**src/rtl/can_filt_pkg.sv**
```systemverilog
package can_filt_pkg;

  localparam int WORD_W   = 32;
  localparam int STD_ID_W = 11;
  localparam int EXT_ID_W = 29;

  typedef struct packed {
    logic [WORD_W-1:0] word_a;  // reference id (mask mode) or first exact id (list mode)
    logic [WORD_W-1:0] word_b;  // care-mask (mask mode) or second exact id (list mode)
  } bank_regs_t;

  typedef enum logic {
    MODE_MASK = 1'b0,
    MODE_LIST = 1'b1
  } filt_mode_e;

  // Build the 32-bit comparison word from a received header.
  function automatic logic [WORD_W-1:0] pack_header(input logic ide, input logic rtr,
                                                    input logic [EXT_ID_W-1:0] id);
    logic [WORD_W-1:0] w;
    if (ide) w = {id, 1'b1, rtr, 1'b0};
    else     w = {id[STD_ID_W-1:0], {(EXT_ID_W-STD_ID_W){1'b0}}, 1'b0, rtr, 1'b0};
    return w;
  endfunction

endpackage

```
**src/rtl/cfr_regfile.sv**
```systemverilog
module cfr_regfile
  import can_filt_pkg::*;
#(
  parameter int NUM_BANKS     = 28,
  parameter int DEFAULT_SPLIT = 14,
  parameter int ADDR_W        = 6,
  parameter int SPLIT_W       = 5
) (
  input  logic                          clk,
  input  logic                          rst_n,
  input  logic                          wr_en,
  input  logic [ADDR_W-1:0]             wr_addr,
  input  logic [WORD_W-1:0]             wr_data,
  output bank_regs_t [NUM_BANKS-1:0]    bank_q,
  output logic [NUM_BANKS-1:0]          act_q,
  output logic [NUM_BANKS-1:0]          list_q,
  output logic [NUM_BANKS-1:0]          fifo_q,
  output logic [SPLIT_W-1:0]            split_q
);

  localparam int CTRL_BASE = 2 * NUM_BANKS;
  localparam logic [ADDR_W-1:0] ADR_ACT   = ADDR_W'(CTRL_BASE);
  localparam logic [ADDR_W-1:0] ADR_MODE  = ADDR_W'(CTRL_BASE + 1);
  localparam logic [ADDR_W-1:0] ADR_FIFO  = ADDR_W'(CTRL_BASE + 2);
  localparam logic [ADDR_W-1:0] ADR_SPLIT = ADDR_W'(CTRL_BASE + 3);

  // Per-bank word storage
  for (genvar b = 0; b < NUM_BANKS; b++) begin : g_bank
    localparam logic [ADDR_W-1:0] ADR_A = ADDR_W'(2 * b);
    localparam logic [ADDR_W-1:0] ADR_B = ADDR_W'(2 * b + 1);

    bank_regs_t regs_r;
    bank_regs_t regs_nxt;
    logic       we_a;
    logic       we_b;

    assign we_a = wr_en && (wr_addr == ADR_A);
    assign we_b = wr_en && (wr_addr == ADR_B);

    always_comb begin
      regs_nxt = regs_r;
      if (we_a) regs_nxt.word_a = wr_data;
      if (we_b) regs_nxt.word_b = wr_data;
    end

    always_ff @(posedge clk or negedge rst_n) begin
      if (!rst_n) begin
        regs_r <= '0;
      end else if (we_a || we_b) begin
        regs_r <= regs_nxt;
      end
    end

    assign bank_q[b] = regs_r;
  end

  // Control registers
  logic                 we_act, we_mode, we_fifo, we_split;
  logic [NUM_BANKS-1:0] act_nxt, list_nxt, fifo_nxt;
  logic [SPLIT_W-1:0]   split_nxt;

  assign we_act   = wr_en && (wr_addr == ADR_ACT);
  assign we_mode  = wr_en && (wr_addr == ADR_MODE);
  assign we_fifo  = wr_en && (wr_addr == ADR_FIFO);
  assign we_split = wr_en && (wr_addr == ADR_SPLIT);

  always_comb begin
    act_nxt   = act_q;
    list_nxt  = list_q;
    fifo_nxt  = fifo_q;
    split_nxt = split_q;
    if (we_act)   act_nxt   = wr_data[NUM_BANKS-1:0];
    if (we_mode)  list_nxt  = wr_data[NUM_BANKS-1:0];
    if (we_fifo)  fifo_nxt  = wr_data[NUM_BANKS-1:0];
    if (we_split) split_nxt = wr_data[SPLIT_W-1:0];
  end

  always_ff @(posedge clk or negedge rst_n) begin
    if (!rst_n) begin
      act_q   <= NUM_BANKS'(1);
      list_q  <= '0;
      fifo_q  <= '0;
      split_q <= SPLIT_W'(DEFAULT_SPLIT);
    end else if (we_act || we_mode || we_fifo || we_split) begin
      act_q   <= act_nxt;
      list_q  <= list_nxt;
      fifo_q  <= fifo_nxt;
      split_q <= split_nxt;
    end
  end

endmodule

```
**src/rtl/cfr_bank_match.sv**
```systemverilog
module cfr_bank_match
  import can_filt_pkg::*;
#(
  parameter int BANK_IDX = 0,
  parameter int SPLIT_W  = 5
) (
  input  logic [WORD_W-1:0]  hdr_word,
  input  bank_regs_t         regs,
  input  logic               active,
  input  logic               list_mode,
  input  logic [SPLIT_W-1:0] split,
  input  logic               ctrl,
  output logic               hit
);

  localparam logic [SPLIT_W-1:0] IDX_V = SPLIT_W'(BANK_IDX);

  logic owner_ok;
  logic eq_a, eq_b, mask_ok, cmp_ok;

  // Banks below the split serve controller 0, the rest controller 1.
  assign owner_ok = ctrl ? (IDX_V >= split) : (IDX_V < split);

  assign eq_a    = (hdr_word == regs.word_a);
  assign eq_b    = (hdr_word == regs.word_b);
  assign mask_ok = ~|((hdr_word ^ regs.word_a) & regs.word_b);

  always_comb begin
    if (filt_mode_e'(list_mode) == MODE_LIST) cmp_ok = eq_a | eq_b;
    else                                      cmp_ok = mask_ok;
  end

  assign hit = active & owner_ok & cmp_ok;

endmodule

```
**src/rtl/cfr_prio_pick.sv**
```systemverilog
module cfr_prio_pick #(
  parameter int NUM_BANKS = 28,
  parameter int IDX_W     = 5
) (
  input  logic [NUM_BANKS-1:0] hit_vec,
  input  logic [NUM_BANKS-1:0] fifo_vec,
  output logic                 any_hit,
  output logic [IDX_W-1:0]     win_idx,
  output logic                 win_fifo
);

  // Descending scan: the last assignment, from the lowest bank, wins.
  always_comb begin
    any_hit  = 1'b0;
    win_idx  = '0;
    win_fifo = 1'b0;
    for (int b = NUM_BANKS - 1; b >= 0; b--) begin
      if (hit_vec[b]) begin
        any_hit  = 1'b1;
        win_idx  = IDX_W'(b);
        win_fifo = fifo_vec[b];
      end
    end
  end

endmodule

```
**src/rtl/can_accept_filter.sv**
```systemverilog
module can_accept_filter
  import can_filt_pkg::*;
#(
  parameter int NUM_BANKS     = 28,
  parameter int DEFAULT_SPLIT = 14,
  localparam int ADDR_W       = $clog2(2 * NUM_BANKS + 4),
  localparam int IDX_W        = $clog2(NUM_BANKS),
  localparam int SPLIT_W      = $clog2(NUM_BANKS + 1)
) (
  input  logic                clk,
  input  logic                rst_n,
  input  logic                cfg_wr_en,
  input  logic [ADDR_W-1:0]   cfg_addr,
  input  logic [WORD_W-1:0]   cfg_wdata,
  input  logic                hdr_valid,
  input  logic                hdr_ctrl,
  input  logic                hdr_ide,
  input  logic                hdr_rtr,
  input  logic [EXT_ID_W-1:0] hdr_id,
  output logic                match_valid,
  output logic                match_hit,
  output logic [IDX_W-1:0]    match_index,
  output logic                match_fifo
);

  // Reset: asserted asynchronously, released on a clock edge.
  logic rst_meta_n, rst_sync_n;
  always_ff @(posedge clk or negedge rst_n) begin
    if (!rst_n) begin
      rst_meta_n <= 1'b0;
      rst_sync_n <= 1'b0;
    end else begin
      rst_meta_n <= 1'b1;
      rst_sync_n <= rst_meta_n;
    end
  end

  // Filter storage
  bank_regs_t [NUM_BANKS-1:0] bank_q;
  logic [NUM_BANKS-1:0]       act_q, list_q, fifo_q;
  logic [SPLIT_W-1:0]         split_q;

  cfr_regfile #(
    .NUM_BANKS    (NUM_BANKS),
    .DEFAULT_SPLIT(DEFAULT_SPLIT),
    .ADDR_W       (ADDR_W),
    .SPLIT_W      (SPLIT_W)
  ) u_regs (
    .clk    (clk),
    .rst_n  (rst_sync_n),
    .wr_en  (cfg_wr_en),
    .wr_addr(cfg_addr),
    .wr_data(cfg_wdata),
    .bank_q (bank_q),
    .act_q  (act_q),
    .list_q (list_q),
    .fifo_q (fifo_q),
    .split_q(split_q)
  );

  // Comparison word and parallel bank compare
  logic [WORD_W-1:0]    hdr_word;
  logic [NUM_BANKS-1:0] hit_vec;

  assign hdr_word = pack_header(hdr_ide, hdr_rtr, hdr_id);

  for (genvar b = 0; b < NUM_BANKS; b++) begin : g_match
    cfr_bank_match #(
      .BANK_IDX(b),
      .SPLIT_W (SPLIT_W)
    ) u_bank (
      .hdr_word (hdr_word),
      .regs     (bank_q[b]),
      .active   (act_q[b]),
      .list_mode(list_q[b]),
      .split    (split_q),
      .ctrl     (hdr_ctrl),
      .hit      (hit_vec[b])
    );
  end

  logic             any_hit;
  logic [IDX_W-1:0] win_idx;
  logic             win_fifo;

  cfr_prio_pick #(
    .NUM_BANKS(NUM_BANKS),
    .IDX_W    (IDX_W)
  ) u_pick (
    .hit_vec (hit_vec),
    .fifo_vec(fifo_q),
    .any_hit (any_hit),
    .win_idx (win_idx),
    .win_fifo(win_fifo)
  );

  // Result register: next state, then register with enable
  logic             valid_nxt;
  logic             hit_nxt;
  logic [IDX_W-1:0] idx_nxt;
  logic             fifo_nxt;

  always_comb begin
    valid_nxt = hdr_valid;
    hit_nxt   = match_hit;
    idx_nxt   = match_index;
    fifo_nxt  = match_fifo;
    if (hdr_valid) begin
      hit_nxt  = any_hit;
      idx_nxt  = win_idx;
      fifo_nxt = win_fifo;
    end
  end

  always_ff @(posedge clk or negedge rst_sync_n) begin
    if (!rst_sync_n) begin
      match_valid <= 1'b0;
      match_hit   <= 1'b0;
      match_index <= '0;
      match_fifo  <= 1'b0;
    end else begin
      match_valid <= valid_nxt;
      match_hit   <= hit_nxt;
      match_index <= idx_nxt;
      match_fifo  <= fifo_nxt;
    end
  end

endmodule

```
**config.mk**
```make
export PLATFORM = sky130hd
export DESIGN_NAME = can_accept_filter
export DESIGN_NICKNAME = d
export VERILOG_FILES = /design/src/rtl/can_filt_pkg.sv /design/src/rtl/cfr_regfile.sv /design/src/rtl/cfr_bank_match.sv /design/src/rtl/cfr_prio_pick.sv /design/src/rtl/can_accept_filter.sv
export SDC_FILE = /design/constraint.sdc
export NUM_CORES = 2
export LEC_CHECK = 0
export ABC_AREA = 0
export BUFFER_PORTS_ARGS = -buffer_cell sky130_fd_sc_hd__buf_2
export CORE_UTILIZATION = 40
export CTS_CLUSTER_SIZE = 40
export DETAILED_ROUTE_END_ITERATION = 7
export HOLD_SLACK_MARGIN = 0.08
export PLACE_DENSITY_LB_ADDON = 0.08
export SYNTH_ARGS = -nofsm -noshare
export SYNTH_HDL_FRONTEND = slang
export SYNTH_SLANG_ARGS = --single-unit
```
**constraint.sdc**
```tcl
create_clock -name clk -period 101.3 [get_ports clk]
set_input_delay 10.13 -clock clk [delete_from_list [all_inputs] [get_ports clk]]
set_output_delay 10.13 -clock clk [all_outputs]
set_load 0.005 [all_outputs]
```
==> results.json <==
{
  "yosys.cell_types.count": 85,
  "crit_chain": "buf_8, buf_4, buf_4, buf_4, buf_12, nand2_4, buf_4, xnor2_1, a22o_1, a221oi_1, nand4_1, a31oi_2, buf_4, nor2b_1, o31ai_1, a2111oi_2, o2111ai_1, a211oi_1, o21ai_1",
  "fp.coreArea_um2": 273600,
  "whs_ns": 0.3562,
  "synth_edf_count": 0,
  "area_delta_synth_final_pct": 11.51,
  "grt_pass1_wl_um": 802300,
  "firstDrtPassIters": 8,
  "cp_num_buf_inv": 7,
  "drive_gt1_frac": 0.2685,
  "cpMostUsedCell": "buf_4",
  "ctsResizeCount": 0,
  "final_common_cell": "dfrtp_1",
  "ff2ff_path_depth": 5,
  "final_cells": 13978,
  "grt_max_degree": 161,
  "slowest_stage": "a31oi_2",
  "max_stage_delay_ns": 0.79,
  "p_per_area_nw_per_um2": 19.89,
  "max-cap-violations": 7,
  "cp_max_fo": 99,
  "rsz0062_at_grt": "false",
  "cts_hold_buf": 0,
  "finalSetupTns_ns": 0,
  "routed-via-count": 95351,
  "period_minus_slack_ns": 16.33,
  "yosysWarnings": 0,
  "worstMarginPinSlew_ns": 1.649,
  "final_util": 0.4485,
  "synth_flop_cell": "dfrtp_1",
  "crit_path_end_kind": "flip-flop",
  "post-route-period-util": 0.1612,
  "syn_inst": 10322,
  "synth_area_um2": 110100,
  "post_cts_buffers": 0,
  "timing.slew.headroom": -0.09901,
  "die_height_um": 526.6,
  "timing.final.ws_setup_ns": 84.97,
  "hold_path_class": "flip-flop to flip-flop",
  "p_leak_nw": 51.46,
  "seq_area_frac_synth": 0.4300,
  "preCtsSetupSlack_ns": 84.36,
  "cts_buffers": 231,
  "cp_top_family": "buffers and inverters",
  "rows": 192,
  "cts.clk_slew.worst_paths_ns": 0.06,
  "placed_cells": 13519,
  "dieArea_um2": 277300,
  "port_buffers": 81,
  "cts_root_buf": "clkbuf_16",
  "grt_overflow": 0,
  "final_cell_mix": "1886 x dfrtp_1, 1850 x mux2_2, 1269 x xnor2_1",
  "antenna_found_initial": 93,
  "htree_levels": 4,
  "ys_ff_latch": 1891,
  "peakVddDrop_mv": 0.01544,
  "syn_nets": 10396,
  "status": "finished, violations left",
  "clock_sink_count": 1891,
  "drt_wl_total_um": 593900,
  "drc": 10,
  "avgSynthCellArea_um2": 10.66,
  "setup_viol": 0,
  "fmax_mhz": 61.24,
  "ant_nets": 0,
  "critPathKind": "input port to flip-flop",
  "start_util": 0.4023,
  "synthArstFlopShare": 1.000,
  "cts_max_path_buffers": 4,
  "clk_latency_ns": 0.94,
  "grt.total_usage": 0.4187,
  "cts_tree": "yes",
  "required_ns": 102.12,
  "grt_pass1_vias": 90689,
  "wl_per_cell_um": 42.49,
  "crit_cells": 19,
  "cp-start-kind": "input port",
  "holdPathStages": 0,
  "cp.arrival_ns": 17.15,
  "die_w_um": 526.6,
  "finalMaxSlewViolations": 24,
  "hold_violations": 0,
  "final.setup_skew_ns": 0.05297,
  "hpwl_um": 393200,
  "nNetsFinal": 10237,
  "gp_congestion": 1.019,
  "drtIter0Drc": 14554,
  "violations": "DRC, capacitance limit, slew limit",
  "viasPerCell": 6.822,
  "io_pins": 82
}
[logic make-up (layout without fill, tap and decap cells)]
group                  after synthesis  count (layout)  synth area share
AO/OA/AOI/OAI                     1925            1925            0.1191
XOR/XNOR                          1542            1542            0.1227
buffers and inverters              922             954           0.03591
flip-flops                        1891            1891            0.4300
multiplexers                      1879            1879            0.1925
other                                1              36        0.00003407
AND/OR/NAND/NOR                   2162            2162           0.09981
[stage by stage]
step	instance area [µm²]	power (mW)
6_report	122700	2.441
5_1_grt	122700	2.510
4_1_cts	122600	2.426
3_5_place_dp	114800	1.547
3_3_place_gp	114800	1.541
2_1_floorplan	110100	1.314
[state kept, by name, summed over array words and instances, names as in the netlist, 5 cells and up]
| signal | count |
|---|---|
| u_regs.bank_q | 1792 |
| u_regs.act_q | 28 |
| u_regs.fifo_q | 28 |
| u_regs.list_q | 28 |
| match_index | 5 |
| u_regs.split_q | 5 |
[synth_stat cells (12+ instances only)]
cell	number	share of area
o2111ai_1	30	0.0024
a2bb2oi_1	15	0.0012
o22ai_1	129	0.0073
o2bb2ai_1	12	0.00095
o221ai_1	28	0.0022
a211oi_1	19	0.0013
xor2_1	273	0.022
a2111oi_0	29	0.0023
nand3b_1	15	0.0010
mux2i_1	24	0.0022
a21oi_1	233	0.011
and3_1	20	0.0011
or3_1	27	0.0015
a32oi_1	23	0.0018
nand2b_1	36	0.0020
o21ai_0	528	0.024
a22oi_1	409	0.028
dfrtp_1	1887	0.43
nor2b_1	83	0.0047
buf_2	192	0.0087
a221o_1	19	0.0017
inv_1	100	0.0034
and2_1	13	0.00074
o32ai_1	16	0.0013
nand4b_1	24	0.0019
nand2_1	466	0.016
nor3_1	186	0.0085
or4_1	65	0.0044
nor4bb_1	19	0.0017
nand3_1	425	0.019
a222oi_1	58	0.0053
or2_2	13	0.00074
buf_1	193	0.0066
a22o_1	97	0.0077
xnor2_1	1269	0.10
clkbuf_1	370	0.013
a221oi_1	116	0.0092
mux2_2	1850	0.19
nor4_1	214	0.012
a31oi_1	40	0.0023
buf_4	55	0.0038
nand4_1	163	0.0093
o21a_1	12	0.00082
nor2_1	364	0.012
o211ai_1	20	0.0014
[final cells by class]
type | instances | area [µm²]
clock inverter | 93 | 1150
fill | 25871 | 150900
timing repair buffer | 424 | 3343
multi-input combinational | 7509 | 59240
antenna | 35 | 87.58
sequential | 1891 | 47330
tap | 3589 | 4491
clock buffer | 331 | 6688
inverter | 106 | 401.6
[worst paths after layout]
check | slack, ns | endpoint | from
worst max-delay path | 84.97 | match_fifo$_DFFE_PN0P_ | hdr_ide
min in group asynchronous | 0.47 | u_regs.bank_q[1181]$_DFFE_PN0P_ | rst_sync_n$_DFF_PN0_
worst min register to register | 0.36 | rst_sync_n$_DFF_PN0_ | rst_meta_n$_DFF_PN0_
worst max register to register | 96.34 | u_regs.bank_q[1483]$_DFFE_PN0P_ | rst_sync_n$_DFF_PN0_
worst min-delay path | 0.36 | rst_sync_n$_DFF_PN0_ | rst_meta_n$_DFF_PN0_
max in group asynchronous | 92.21 | rst_sync_n$_DFF_PN0_ | rst_n
[report_power, final]
group	total (mW)	internal, mW	switching (mW)	leakage (nW)
Combinational	0.555	0.229	0.326	22.6
Sequential	1.00	0.857	0.145	25.0
Clock	0.883	0.513	0.370	3.86
Total	2.44	1.60	0.841	51.5
[per-layer routing]
layer,global-route usage,wire length [µm],vias up
met1,0.5550,235800,49695
met3,0.1089,66210,1690
met2,0.6067,248000,6363
met5,0,222,-
met4,0.2600,43750,30
li1,-,-,37573
Power figures use the tool's default switching activity.
